<file path="src/rtl/acq_seq_pkg.sv">
package acq_seq_pkg;
   typedef enum logic [2:0] {
      ST_IDLE,
      ST_ACQ,
      ST_CONV,
      ST_CMP1,
      ST_CMP2,
      ST_DONE
   } seq_state_e;
endpackage

</file>
<file path="src/rtl/acq_timer.sv">
module acq_timer #(
   parameter int D_W     = 4,
   parameter int BASE_HI = 9,
   parameter int BASE_LO = 2
) (
   input  logic           clk,
   input  logic           rst,
   input  logic           load,
   input  logic           lo_res,
   input  logic [D_W-1:0] dly,
   output logic           expired
);
   localparam int MAX_LEN = BASE_HI + 2 * ((1 << D_W) - 1);
   localparam int CNT_W   = $clog2(MAX_LEN);

   if (BASE_LO < 1 || BASE_HI < BASE_LO) begin : g_bad_base
      $error("acq_timer: base counts must satisfy 1 <= BASE_LO <= BASE_HI");
   end
   if (CNT_W < D_W + 1) begin : g_bad_width
      $error("acq_timer: counter too narrow for delay field");
   end

   logic [CNT_W-1:0] cnt;
   logic [CNT_W-1:0] load_val;

   always_comb begin
      load_val = CNT_W'(lo_res ? BASE_LO - 1 : BASE_HI - 1) + CNT_W'({dly, 1'b0});
   end

   always_ff @(posedge clk) begin
      if (rst)                cnt <= '0;
      else if (load)          cnt <= load_val;
      else if (cnt != '0)     cnt <= cnt - 1'b1;
   end

   assign expired = (cnt == '0);

   p_count_down_r2: assert property (@(posedge clk) disable iff (rst)
      (!load && cnt != '0) |=> (cnt < $past(cnt)));
endmodule

</file>
<file path="src/rtl/wd_compare.sv">
module wd_compare #(
   parameter int SMP_W = 9,
   parameter int MAG_W = 8
) (
   input  logic signed [SMP_W-1:0] sample,
   input  logic [MAG_W+1:0]        lim_word,
   output logic                    hit
);
   localparam int CW = (SMP_W > MAG_W + 1) ? SMP_W + 1 : MAG_W + 2;

   logic signed [CW-1:0] s_ext;
   logic signed [CW-1:0] mag_ext;
   logic signed [CW-1:0] l_ext;

   always_comb begin
      s_ext   = CW'(sample);
      mag_ext = signed'(CW'(lim_word[MAG_W-1:0]));
      l_ext   = lim_word[MAG_W] ? -mag_ext : mag_ext;
      hit     = lim_word[MAG_W+1] ? (s_ext > l_ext) : (s_ext < l_ext);
   end
endmodule

</file>
<file path="src/rtl/chan_decode.sv">
module chan_decode #(
   parameter int SEL_W       = 3,
   parameter bit GND_ON_ZERO = 1'b1
) (
   input  logic [SEL_W-1:0] pos_code,
   input  logic [SEL_W-1:0] neg_code,
   output logic [SEL_W-1:0] pos_chan,
   output logic [SEL_W-1:0] neg_chan,
   output logic             neg_gnd
);
   assign pos_chan = pos_code;
   assign neg_chan = neg_code;

   if (GND_ON_ZERO) begin : g_gnd_zero
      assign neg_gnd = (neg_code == '0);
   end else begin : g_no_gnd
      assign neg_gnd = 1'b0;
   end
endmodule

</file>
<file path="src/rtl/acq_sequencer.sv">
module acq_sequencer
   import acq_seq_pkg::*;
#(
   parameter int INSTR_W   = 16,
   parameter int D_W       = 4,
   parameter int D_LSB     = 12,
   parameter int WD_BIT    = 11,
   parameter int LORES_BIT = 10,
   parameter int SEL_W     = 3,
   parameter int POS_LSB   = 2,
   parameter int NEG_LSB   = 5,
   parameter int BASE_HI   = 9,
   parameter int BASE_LO   = 2,
   parameter int RES_W     = 13,
   parameter int MAG_W     = 8
) (
   input  logic               clk,
   input  logic               rst,
   input  logic               start,
   input  logic [INSTR_W-1:0] instr,
   input  logic [INSTR_W-1:0] lim1,
   input  logic [INSTR_W-1:0] lim2,
   input  logic               conv_done,
   input  logic [RES_W-1:0]   conv_res,
   output logic               busy,
   output logic               track,
   output logic               conv_req,
   output logic               conv_lo,
   output logic [SEL_W-1:0]   pos_chan,
   output logic [SEL_W-1:0]   neg_chan,
   output logic               neg_gnd,
   output logic               irq1,
   output logic               irq2,
   output logic               done
);
   localparam int SMP_W = MAG_W + 1;
   localparam int LIM_W = MAG_W + 2;
   localparam int SHIFT = RES_W - SMP_W;

   if (D_LSB + D_W > INSTR_W || LIM_W > INSTR_W) begin : g_bad_fields
      $error("acq_sequencer: field does not fit in the word");
   end
   if (SHIFT < 0) begin : g_bad_res
      $error("acq_sequencer: result narrower than compare sample");
   end
   if (POS_LSB + SEL_W > INSTR_W || NEG_LSB + SEL_W > INSTR_W) begin : g_bad_sel
      $error("acq_sequencer: channel field outside the word");
   end

   seq_state_e               state, nxt;
   logic [SEL_W-1:0]         pos_q, neg_q;
   logic                     wd_q, lo_q;
   logic [LIM_W-1:0]         lim_q [2];
   logic signed [SMP_W-1:0]  smp_q;
   logic [1:0]               hit;
   logic                     t_expired;
   logic                     accept;
   logic                     unused_in;

   assign unused_in = ^{instr, lim1, lim2, conv_res};
   assign accept    = (state == ST_IDLE) && start;

   acq_timer #(.D_W(D_W), .BASE_HI(BASE_HI), .BASE_LO(BASE_LO)) u_timer (
      .clk     (clk),
      .rst     (rst),
      .load    (accept),
      .lo_res  (instr[LORES_BIT] | instr[WD_BIT]),
      .dly     (instr[D_LSB +: D_W]),
      .expired (t_expired)
   );

   always_comb begin
      nxt = state;
      case (state)
         ST_IDLE: if (start)     nxt = ST_ACQ;
         ST_ACQ:  if (t_expired) nxt = ST_CONV;
         ST_CONV: if (conv_done) nxt = wd_q ? ST_CMP1 : ST_DONE;
         ST_CMP1:                nxt = ST_CMP2;
         ST_CMP2:                nxt = ST_DONE;
         ST_DONE:                nxt = ST_IDLE;
         default:                nxt = ST_IDLE;
      endcase
   end

   always_ff @(posedge clk) begin
      if (rst) begin
         state <= ST_IDLE;
         pos_q <= '0;
         neg_q <= '0;
         wd_q  <= 1'b0;
         lo_q  <= 1'b0;
         smp_q <= '0;
         for (int i = 0; i < 2; i++) lim_q[i] <= '0;
      end else begin
         state <= nxt;
         if (accept) begin
            pos_q    <= instr[POS_LSB +: SEL_W];
            neg_q    <= instr[NEG_LSB +: SEL_W];
            wd_q     <= instr[WD_BIT];
            lo_q     <= instr[LORES_BIT] | instr[WD_BIT];
            lim_q[0] <= lim1[LIM_W-1:0];
            lim_q[1] <= lim2[LIM_W-1:0];
         end
         if (state == ST_CONV && conv_done) smp_q <= conv_res[RES_W-1:SHIFT];
      end
   end

   for (genvar g = 0; g < 2; g++) begin : g_cmp
      wd_compare #(.SMP_W(SMP_W), .MAG_W(MAG_W)) u_cmp (
         .sample   (smp_q),
         .lim_word (lim_q[g]),
         .hit      (hit[g])
      );
   end

   chan_decode #(.SEL_W(SEL_W), .GND_ON_ZERO(1'b1)) u_chan (
      .pos_code (pos_q),
      .neg_code (neg_q),
      .pos_chan (pos_chan),
      .neg_chan (neg_chan),
      .neg_gnd  (neg_gnd)
   );

   assign busy     = (state != ST_IDLE);
   assign track    = (state == ST_ACQ);
   assign conv_req = (state == ST_CONV);
   assign conv_lo  = lo_q;
   assign done     = (state == ST_DONE);
   assign irq1     = (state == ST_CMP1) && hit[0];
   assign irq2     = (state == ST_CMP2) && hit[1];

   p_reset_idle_r1: assert property (@(posedge clk) disable iff (rst)
      $past(rst) |-> (!busy && !irq1 && !irq2 && !done));
   p_track_start_r2: assert property (@(posedge clk) disable iff (rst)
      $rose(track) |-> $past(start));
   p_req_excl_r5: assert property (@(posedge clk) disable iff (rst)
      !(track && conv_req));
   p_req_hold_r5: assert property (@(posedge clk) disable iff (rst)
      (conv_req && !conv_done) |=> conv_req);
   p_irq_wd_only_r7: assert property (@(posedge clk) disable iff (rst)
      (irq1 || irq2) |-> wd_q);
   p_cmp_order_r8: assert property (@(posedge clk) disable iff (rst)
      (state == ST_CMP2) |-> ($past(state) == ST_CMP1));
   p_latch_stable_r9: assert property (@(posedge clk) disable iff (rst)
      (busy && $past(busy)) |-> ($stable(pos_q) && $stable(neg_q) && $stable(wd_q)));
   p_done_single_r10: assert property (@(posedge clk) disable iff (rst)
      done |=> (!done && !busy));
endmodule

</file>
<file path="config.mk">
export PLATFORM = sky130hd
export DESIGN_NAME = acq_sequencer
export DESIGN_NICKNAME = d
export VERILOG_FILES = /design/src/rtl/acq_seq_pkg.sv /design/src/rtl/acq_timer.sv /design/src/rtl/wd_compare.sv /design/src/rtl/chan_decode.sv /design/src/rtl/acq_sequencer.sv
export SDC_FILE = /design/constraint.sdc
export NUM_CORES = 1
export LEC_CHECK = 0
export CAP_MARGIN = 20
export CORE_MARGIN = 2
export CORE_UTILIZATION = 41
export CTS_CLUSTER_DIAMETER = 100
export CTS_CLUSTER_SIZE = 10
export DETAILED_ROUTE_END_ITERATION = 12
export PLACE_DENSITY = 0.67
export SKIP_LAST_GASP = 1
export SYNTH_ARGS = -nofsm -noshare
export SYNTH_HDL_FRONTEND = slang
export SYNTH_SLANG_ARGS = --single-unit
</file>
<file path="constraint.sdc">
create_clock -name clk -period 3.3 [get_ports clk]
set_clock_uncertainty 0.05 [all_clocks]
set_input_delay 0.495 -clock clk [delete_from_list [all_inputs] [get_ports clk]]
set_output_delay 0.495 -clock clk [all_outputs]
set_load 0.03 [all_outputs]
</file>
==> results by group, run 1 <==
Timing
  – Setup TNS Final: -0.03059 ns
  – Final critical-path required period: 3.331 ns
  – PnR worst setup slack: -0.03059 ns
  – Final slew viol count: 0
  – Worst slew slack as a fraction of its limit: between 60 and 70%
  – Tightest Pin Transition: 0.4772 ns
  – Number of endpoints failing setup at the final stage: 1
  – Smallest hold slack: about 0.4 ns
  – Hold Fails Final Rpt: 0
  – Fmax: 0.3002 GHz
  – Share of the cycle needed by the critical path after routing: 100.9%
  – RSZ-0062 raised after global routing: yes

Cells and area
  – Diodes inserted: 0
  – Total Nets Final: roughly 470
  – Design area: 0.003737 mm^2
  – Number of fill cells: between 500 and 600
  – Post-layout util: 55.62%
  – Growth of design area from synthesis to finish: 32.05%
  – Share of layout cells above drive strength 1: 17.41%
  – Final std cells w/o fill: about 460

Clocking
  – CTS buffer count: 5
  – Source-to-sink clock delay at the later pin of the worst-skew pair: 0.30 ns
  – Maximum level of the CTS H-tree: 2
  – CTS max path bufs: 2
  – Root buffer selected by CTS: sky130_fd_sc_hd__clkbuf_8
  – TritonCTS clock tree: done
  – Cts hold-fix bufs: 0
  – # clock sinks: 46
  – Clock transition at the registers of the reported paths: approximately 0.090 ns

Critical path
  – Critical Path RT: between 2 and 3 ns
  – Cell breakdown of the critical path: nor3_2 > nand3_1 > o31ai_2 > xor2_1 > ha_1 > and4_1 > a2111o_1 > o21bai_1 > nand2_1 > buf_6
  – Startpoint-to-endpoint class of the critical path: reg -> out
  – Maximum cell stage delay along the critical path: 0.42 ns
  – Reg2reg path depth: 5
  – Arrival time at the worst endpoint: about 2.8 ns
  – Crit. path cell count: 10
  – Buffers plus inverters on the worst setup path: 1
  – Setup slack of the worst register-to-register path: approximately 1.6 ns
  – Endpoint type of the worst setup path: primary output
  – Worst path slowest cell: sky130_fd_sc_hd__edfxtp_1
  – Dominant delay contributor by cell family on the critical path: compound AO/OA/AOI/OAI gates
  – Startpoint kind of the worst setup timing path: flop
  – Max Fanout on Critical Path: 3

Yosys
  – Gate count after technology mapping: 308
  – Synth Warn #: 0
  – Post-synthesis cell type with the largest combined area: sky130_fd_sc_hd__edfxtp_1
  – Synthesized netlist net count: between 300 and 400
  – Portion of synthesized cell area occupied by the leading cell type: 21.22%
  – Area of the mapped netlist: 0.002830 mm^2
  – Number of synthesized flops with an enable pin: 20
  – Top area cells in the synthesized netlist: sky130_fd_sc_hd__edfxtp_1 21%, sky130_fd_sc_hd__dfxtp_1 18%, sky130_fd_sc_hd__ha_1 11%, sky130_fd_sc_hd__nand2_1 6.4%, sky130_fd_sc_hd__and2_1 4.9%
  – Count of unique library cells instantiated by Yosys: 44
  – Flops & latches, synth: 46
  – Syn Area/Cell: between 9 and 10 um^2
  – Leading register cell type out of synthesis: sky130_fd_sc_hd__dfxtp_1
  – Synth async-reset ratio: 0%
  – Portion of the post-synthesis area used by sequential elements: 39.61%

Die
  – Std-Cell Rows: 30
  – Chip height: between 80 and 90 um
  – Horizontal extent of the die: about 87 um
  – Initial Utilization: approximately 42%
  – Floorplan Core Area: around 0.0067 mm^2
  – Area enclosed by the die boundary: 0.007584 mm^2
  – IO Count: 79

Route
  – Initial drt markers: 84
  – DRC violations left: 0
  – Number of vias per cell after detailed routing: 5.076
  – Length of routed wiring on met1: between 2000 and 3000 um
  – Total wire length: around 6300 um
  – Number of iterations in the first detailed-routing pass: 4
  – Number of vias in the routed layout: approximately 2300
  – Met3 WL post-DR: ~220 um
  – WL per Instance: 13.64 um
  – Topmost layer with routed signal wires: met4
  – Remaining antenna violation count after routing: 0
  – Met2 routed wirelength: about 3000 um

Flow run
  – Max cap viols: 0

Global routing
  – GRT Residual Overflow: 0
  – Largest net degree at the start of global routing: 25
  – Global-route usage over all layers: 17.12%
  – Initial antenna violation count: 0
  – Global-route wire length before repair: 10140 um
  – Vias in the first global route: 2275

Placement
  – Number of buffer cells added on primary ports: just under 60
  – Placer Congestion: 0.8575
  – Placed Cells incl. Taps: ~440
  – DP Wirelength: 4772 um
  – Placement Cell Area: approximately 0.0035 mm^2
  – Post-Place Worst Slack: between 0.06 and 0.07 ns

Power
  – Lkg Pwr: about 1.5 nW
  – Final total power: roughly 2.1 mW
  – Peak supply drop: 0.2642 mV
  – Pwr dens: about 570 mW/mm^2

Min path
  – Hold/Removal Path Class: reg -> reg
  – Cell depth of the worst hold path: 2

Status
  – Failing checks: setup timing
  – Outcome: finished, violations left
registers in the layout, indices dropped and copies added, names as in the netlist:
signal,cells
state,3
smp_q,9
wd_q,1
neg_q,3
conv_lo,1
u_timer.cnt,6
pos_q,3
lim_q,20
worst min-delay path: stages (launching register included):
cell,delay [ns]
sky130_fd_sc_hd__dfxtp_1,0.32
sky130_fd_sc_hd__nand2_1,0.05
sky130_fd_sc_hd__a21oi_1,0.05
final timing paths:
kind	from	end
min	wd_q	wd_q
min reg2reg	wd_q	wd_q
max	lim_q[0][14]	irq2
max reg2reg	state[1]	lim_q[0][10]
layer usage:
metal,global-route usage [%],vias to the layer above
li1,-,1207
met1,20.62,1064
met2,29.77,41
met3,3.507,18
met4,6.676,0
met5,0,-
where the power goes:
part	total, mW	leakage (nW)	internal [mW]	switching (mW)
Sequential	0.816	0.429	0.711	0.106
Combinational	0.915	1.00	0.435	0.480
Clock	0.391	0.0561	0.193	0.198
Total	2.12	1.48	1.34	0.784
Yosys cell counts (5+ instances only):
master,n
sky130_fd_sc_hd__ha_1,26
sky130_fd_sc_hd__o21ai_0,13
sky130_fd_sc_hd__and2_1,22
sky130_fd_sc_hd__a21oi_2,9
sky130_fd_sc_hd__nor2_1,16
sky130_fd_sc_hd__nand2_1,48
sky130_fd_sc_hd__nor3_1,13
sky130_fd_sc_hd__nand2_2,9
sky130_fd_sc_hd__edfxtp_1,20
sky130_fd_sc_hd__xor2_1,11
sky130_fd_sc_hd__inv_1,13
sky130_fd_sc_hd__o31ai_1,5
sky130_fd_sc_hd__xnor2_1,6
sky130_fd_sc_hd__a21oi_1,17
sky130_fd_sc_hd__dfxtp_1,26
sky130_fd_sc_hd__clkbuf_1,5
cell type report:
cell class              instances  area, um^2  share of cell area [%]
multi-input cells             238        1657                   44.33
flip-flops and latches         46        1121                   30.00
repair buffers                 74       706.9                   18.92
well taps                      80       100.1                   2.678
clock buffers                   6       93.84                   2.511
inverters                      13       48.80                   1.306
clock inverters                 2       10.01                  0.2678
what timing repair did:
item	in CTS	in global routing
pin swaps	13	20
setup buffers	6	6
resized for setup	7	12
endpoints found under the setup margin	2	2
placed cells by master (no fill, tap or decap), types with 5 or more instances in the layout:
cell type,n
sky130_fd_sc_hd__o21ai_1,6
sky130_fd_sc_hd__dfxtp_1,26
sky130_fd_sc_hd__a21oi_2,10
sky130_fd_sc_hd__and2_1,22
sky130_fd_sc_hd__xor2_1,10
sky130_fd_sc_hd__nand2_2,11
sky130_fd_sc_hd__edfxtp_1,20
sky130_fd_sc_hd__clkbuf_8,5
sky130_fd_sc_hd__xnor2_1,5
sky130_fd_sc_hd__a21oi_1,16
sky130_fd_sc_hd__buf_4,15
sky130_fd_sc_hd__o21ai_0,8
sky130_fd_sc_hd__nand2_1,46
sky130_fd_sc_hd__ha_1,25
sky130_fd_sc_hd__a211oi_2,6
sky130_fd_sc_hd__nor2_1,16
sky130_fd_sc_hd__nor3_1,11
sky130_fd_sc_hd__clkdlybuf4s50_1,56
sky130_fd_sc_hd__inv_1,13
cell families after synthesis:
group	Yosys count	synth area share (%)
flops	46	39.61
mux	2	0.7074
compound gates	61	14.99
xor+xnor	17	5.261
buf+inv	24	4.068
fa+ha+maj	26	11.49
simple gates	132	23.87
(Power assumes the default switching activity.)
==> inputs of run 2 (changes only) <==
SYNTH_HIERARCHICAL = 1   (was unset)
==> results by group, run 2 <==
Status
  – Outcome: finished, violations left (unchanged)
  – Failing checks: setup timing (unchanged)

Clocking
  – CTS max path bufs: 2 (unchanged)
  – Clock transition at the registers of the reported paths: 0.09 ns (about the same)
  – Maximum level of the CTS H-tree: 2 (unchanged)
  – TritonCTS clock tree: done (unchanged)
  – # clock sinks: 46 (unchanged)
  – Root buffer selected by CTS: sky130_fd_sc_hd__clkbuf_8 (unchanged)
  – Source-to-sink clock delay at the later pin of the worst-skew pair: 0.30 ns (about the same)
  – Cts hold-fix bufs: 0 (unchanged)
  – CTS buffer count: 5 (unchanged)

Placement
  – Number of buffer cells added on primary ports: 58 (unchanged)
  – Placer Congestion: 0.7296 (was 0.8575)
  – Placed Cells incl. Taps: 444 (was 439)
  – DP Wirelength: 4654 um (was 4772 um)

Die
  – Initial Utilization: 42.28% (was 42.12%)
  – Floorplan Core Area: 0.006756 mm^2 (was 0.006719 mm^2)
  – Chip height: 87.47 um (was 87.09 um)
  – IO Count: 79 (unchanged)
  – Horizontal extent of the die: 87.47 um (was 87.09 um)
  – Area enclosed by the die boundary: 0.007651 mm^2 (was 0.007584 mm^2)
  – Std-Cell Rows: 30 (unchanged)

Yosys
  – Flops & latches, synth: 46 (unchanged)
  – Gate count after technology mapping: 309 (was 308)
  – Synth Warn #: 6 (was 0)
  – Top post-synthesis cells by count: 46 x sky130_fd_sc_hd__nand2_1, 26 x sky130_fd_sc_hd__dfxtp_1, 26 x sky130_fd_sc_hd__ha_1, 23 x sky130_fd_sc_hd__a21oi_1, 21 x sky130_fd_sc_hd__and2_1 (was 48 x sky130_fd_sc_hd__nand2_1, 26 x sky130_fd_sc_hd__dfxtp_1, 26 x sky130_fd_sc_hd__ha_1, 22 x sky130_fd_sc_hd__and2_1, 20 x sky130_fd_sc_hd__edfxtp_1)
  – Number of synthesized flops with an enable pin: 20 (unchanged)
  – Synthesized netlist net count: 400 (was 399)
  – Post-synthesis cell type with the largest combined area: sky130_fd_sc_hd__edfxtp_1 (unchanged)
  – Syn Area/Cell: 9.244 um^2 (was 9.189 um^2)
  – Synth async-reset ratio: 0% (unchanged)
  – Portion of the post-synthesis area used by sequential elements: 39.25% (was 39.61%)
  – Top area cells in the synthesized netlist: sky130_fd_sc_hd__edfxtp_1 21%, sky130_fd_sc_hd__dfxtp_1 18%, sky130_fd_sc_hd__ha_1 11%, sky130_fd_sc_hd__nand2_1 6.0%, sky130_fd_sc_hd__and2_1 4.6% (was sky130_fd_sc_hd__edfxtp_1 21%, sky130_fd_sc_hd__dfxtp_1 18%, sky130_fd_sc_hd__ha_1 11%, sky130_fd_sc_hd__nand2_1 6.4%, sky130_fd_sc_hd__and2_1 4.9%)
  – Synthesized-area fraction occupied by adder cells: 11.39% (was 11.49%)
  – Largest family of logic cells by synthesized area: simple AND/OR/NAND/NOR gates (unchanged)
  – Most used standard cell by instance count after synthesis: sky130_fd_sc_hd__nand2_1 (unchanged)
  – Count of unique library cells instantiated by Yosys: 48 (was 44)
  – Basic-gate share of the synthesized area counting and, or, nand and nor cells: 22.12% (was 23.87%)
  – Area of the mapped netlist: 0.002856 mm^2 (was 0.002830 mm^2)
  – Leading register cell type out of synthesis: sky130_fd_sc_hd__dfxtp_1 (unchanged)
  – Xor and xnor area share after synthesis: 4.906% (was 5.261%)
  – Portion of synthesized cell area occupied by the leading cell type: 21.02% (was 21.22%)
  – Fraction of the mapped netlist area in compound gates: 14.72% (was 14.99%)
  – Multiplexer fraction of the synthesized cell area: 1.402% (was 0.7073%)

Cells and area
  – Registers with the highest flip-flop counts: lim_q x20, smp_q x9, u_timer/cnt x6 (was lim_q x20, smp_q x9, u_timer.cnt x6)
  – Final std cells w/o fill: 455 (was 459)
  – Post-layout util: 55.59% (was 55.62%)
  – Growth of design area from synthesis to finish: 31.49% (was 32.05%)
  – Share of layout cells above drive strength 1: 13.60% (was 17.41%)
  – Number of fill cells: 621 (was 596)
  – Total Nets Final: 465 (was 469)
  – Most frequent cells in the layout: 56 x sky130_fd_sc_hd__clkdlybuf4s50_1, 46 x sky130_fd_sc_hd__nand2_1, 26 x sky130_fd_sc_hd__dfxtp_1, 26 x sky130_fd_sc_hd__ha_1, 23 x sky130_fd_sc_hd__a21oi_1 (was 56 x sky130_fd_sc_hd__clkdlybuf4s50_1, 46 x sky130_fd_sc_hd__nand2_1, 26 x sky130_fd_sc_hd__dfxtp_1)
  – Most frequent standard cell in the layout excluding fill and tap cells: sky130_fd_sc_hd__clkdlybuf4s50_1 (unchanged)
  – Diodes inserted: 0 (unchanged)
  – Number of flip-flops in the largest register: 20 (unchanged)
  – Register containing the most flip-flops in the final layout: lim_q (unchanged)

Route
  – DRC violations left: 0 (unchanged)
  – Length of routed wiring on met1: 2811 um (was 2790 um)
  – Number of vias in the routed layout: 2354 (was 2330)
  – WL per Instance: 13.57 um (was 13.64 um)
  – Number of iterations in the first detailed-routing pass: 4 (unchanged)
  – Met3 WL post-DR: 214 um (was 219 um)
  – Topmost layer with routed signal wires: met4 (unchanged)
  – Total wire length: 6175 um (was 6261 um)
  – Met2 routed wirelength: 3104 um (was 3073 um)
  – Remaining antenna violation count after routing: 0 (unchanged)
  – Number of vias per cell after detailed routing: 5.174 (was 5.076)
  – Initial drt markers: 103 (was 84)

Power
  – Cell-internal power: 1.385 mW (was 1.338 mW)
  – Lkg Pwr: 1.492 nW (was 1.485 nW)
  – Proportion of power drawn by the clock network: 19.2% (was 18.4%)
  – Sw power: 763.7 uW (was 784.3 uW)
  – Final total power: 2.149 mW (was 2.122 mW)
  – Pwr dens: 572.2 mW/mm^2 (was 567.9 mW/mm^2)
  – Share of total power in combinational logic: 42.8% (was 43.1%)
  – Sw frac: 35.54% (was 36.95%)
  – Flop pwr share: 38.0% (was 38.5%)
  – Peak supply drop: 0.2872 mV (was 0.2642 mV)

Timing
  – Number of endpoints failing setup at the final stage: 2 (was 1)
  – Setup TNS Final: -0.8798 ns (was -0.03059 ns)
  – Fmax: 0.2648 GHz (was 0.3002 GHz)
  – Smallest hold slack: 0.4048 ns (was 0.4101 ns)
  – Final slew viol count: 0 (unchanged)
  – Hold Fails Final Rpt: 0 (unchanged)
  – PnR worst setup slack: -0.4770 ns (was -0.03059 ns)
  – Final critical-path required period: 3.777 ns (was 3.331 ns)
  – Tightest Pin Transition: 0.4297 ns (was 0.4772 ns)
  – RSZ-0062 raised after global routing: yes (unchanged)
  – Worst slew slack as a fraction of its limit: 71.19% (was 68.07%)
  – Share of the cycle needed by the critical path after routing: 114.5% (was 100.9%)

Min path
  – Startpoint of the tightest hold check path: wd_q (unchanged)
  – Hold/Removal Path Class: reg -> reg (unchanged)

Critical path
  – Arrival time at the worst endpoint: 3.23 ns (was 2.79 ns)
  – Crit. Startpoint: lim_q[0][4] (was lim_q[0][14])
  – Crit Reg-Reg Startpoint: state[2] (was state[1])
  – Startpoint-to-endpoint class of the critical path: reg -> out (unchanged)
  – Max Fanout on Critical Path: 3 (unchanged)
  – Critical Path RT: 2.75 ns (about the same)
  – Endpoint type of the worst setup path: primary output (unchanged)
  – Startpoint kind of the worst setup timing path: flop (unchanged)

Global routing
  – Vias in the first global route: 2260 (was 2275)
  – GRT Residual Overflow: 0 (unchanged)
  – Global-route wire length before repair: 9887 um (was 10140 um)
  – Global-route usage over all layers: 16.45% (was 17.12%)
  – Initial antenna violation count: 0 (unchanged)
  – Largest net degree at the start of global routing: 30 (was 25)

Flow run
  – Max cap viols: 0 (unchanged)
==> run 2: cell types whose count changed in the layout (fill, tap and decap cells not counted), moves of 4 or more <==
cell / previous run / this run
sky130_fd_sc_hd__nor3_1: 11 / 4
sky130_fd_sc_hd__nor2_1: 16 / 11
sky130_fd_sc_hd__buf_4: 15 / 20
sky130_fd_sc_hd__nand2_2: 11 / 0
sky130_fd_sc_hd__a21oi_2: 10 / 0
sky130_fd_sc_hd__a211oi_2: 6 / 2
sky130_fd_sc_hd__a21oi_1: 16 / 23
==> run 2: worst max-delay path, stage by stage, from the launching register on <==
cell and delay [ns]:
sky130_fd_sc_hd__edfxtp_1 0.39, sky130_fd_sc_hd__or3_4 0.40, sky130_fd_sc_hd__o31ai_4 0.23, sky130_fd_sc_hd__nand2_1 0.10, sky130_fd_sc_hd__xnor2_1 0.13, sky130_fd_sc_hd__ha_1 0.30, sky130_fd_sc_hd__nand4_1 0.14, sky130_fd_sc_hd__inv_2 0.06
sky130_fd_sc_hd__a2111oi_4 0.36, sky130_fd_sc_hd__xor2_1 0.20, sky130_fd_sc_hd__mux2i_1 0.26, sky130_fd_sc_hd__and3_4 0.23, sky130_fd_sc_hd__buf_6 0.13
==> run 2: per-stage QoR <==
step	cell area (um^2)	worst slack, ns
2_1_floorplan	2867	-0.005680
3_3_place_gp	3561	-0.2529
3_5_place_dp	3561	-0.2897
4_1_cts	3745	-0.5081
5_1_grt	3756	-0.6717
6_report	3756	-0.4770
==> run 2: cell families (layout without fill, tap and decap cells) <==
group	Yosys count	count (layout)
compound gates	62	62
xor+xnor	16	16
fa+ha+maj	26	26
buf+inv	37	103
flops	46	46
mux	4	4
simple gates	118	118
==> run 2: power by group through the flow <==
stage	Sequential, mW	Combinational, mW	Clock (mW)
detailed placement	0.825	0.882	0
CTS	0.815	0.921	0.424
finish	0.816	0.920	0.413
global placement	0.820	0.857	0
global route	0.833	1.02	0.446
floorplan	0.785	0.644	0
==> run 2: path summary, 6_finish.rpt <==
check	depth (start not counted)	endpoint	slack (ns)
setup reg to reg	3	lim_q[0][0]	1.41
hold / removal	2	wd_q	0.40
hold reg to reg	2	wd_q	0.40
setup / recovery	12	irq1	-0.48
==> run 2: routing by layer <==
layer | global-route usage, % | up-vias
met1 | 20.13 | 1094
met3 | 3.223 | 5
li1 | - | 1208
met5 | 0 | -
met2 | 29.55 | 47
met4 | 3.916 | 0
==> run 2: area by class of cell <==
class / count / area (um^2) / share of cell area (%)
flip-flops and latches: 46 / 1121 / 29.85
clock buffers: 5 / 68.82 / 1.832
repair buffers: 78 / 733.2 / 19.52
inverters: 17 / 68.82 / 1.832
well taps: 80 / 100.1 / 2.665
clock inverters: 3 / 40.04 / 1.066
multi-input cells: 226 / 1624 / 43.24
==> run 2: timing repair <==
item | 4_1_cts | 5_1_grt
setup buffers | 2 | 1
setup endpoints to repair | 2 | 2
resized for setup | 13 | 3
pin swaps | 11 | 0
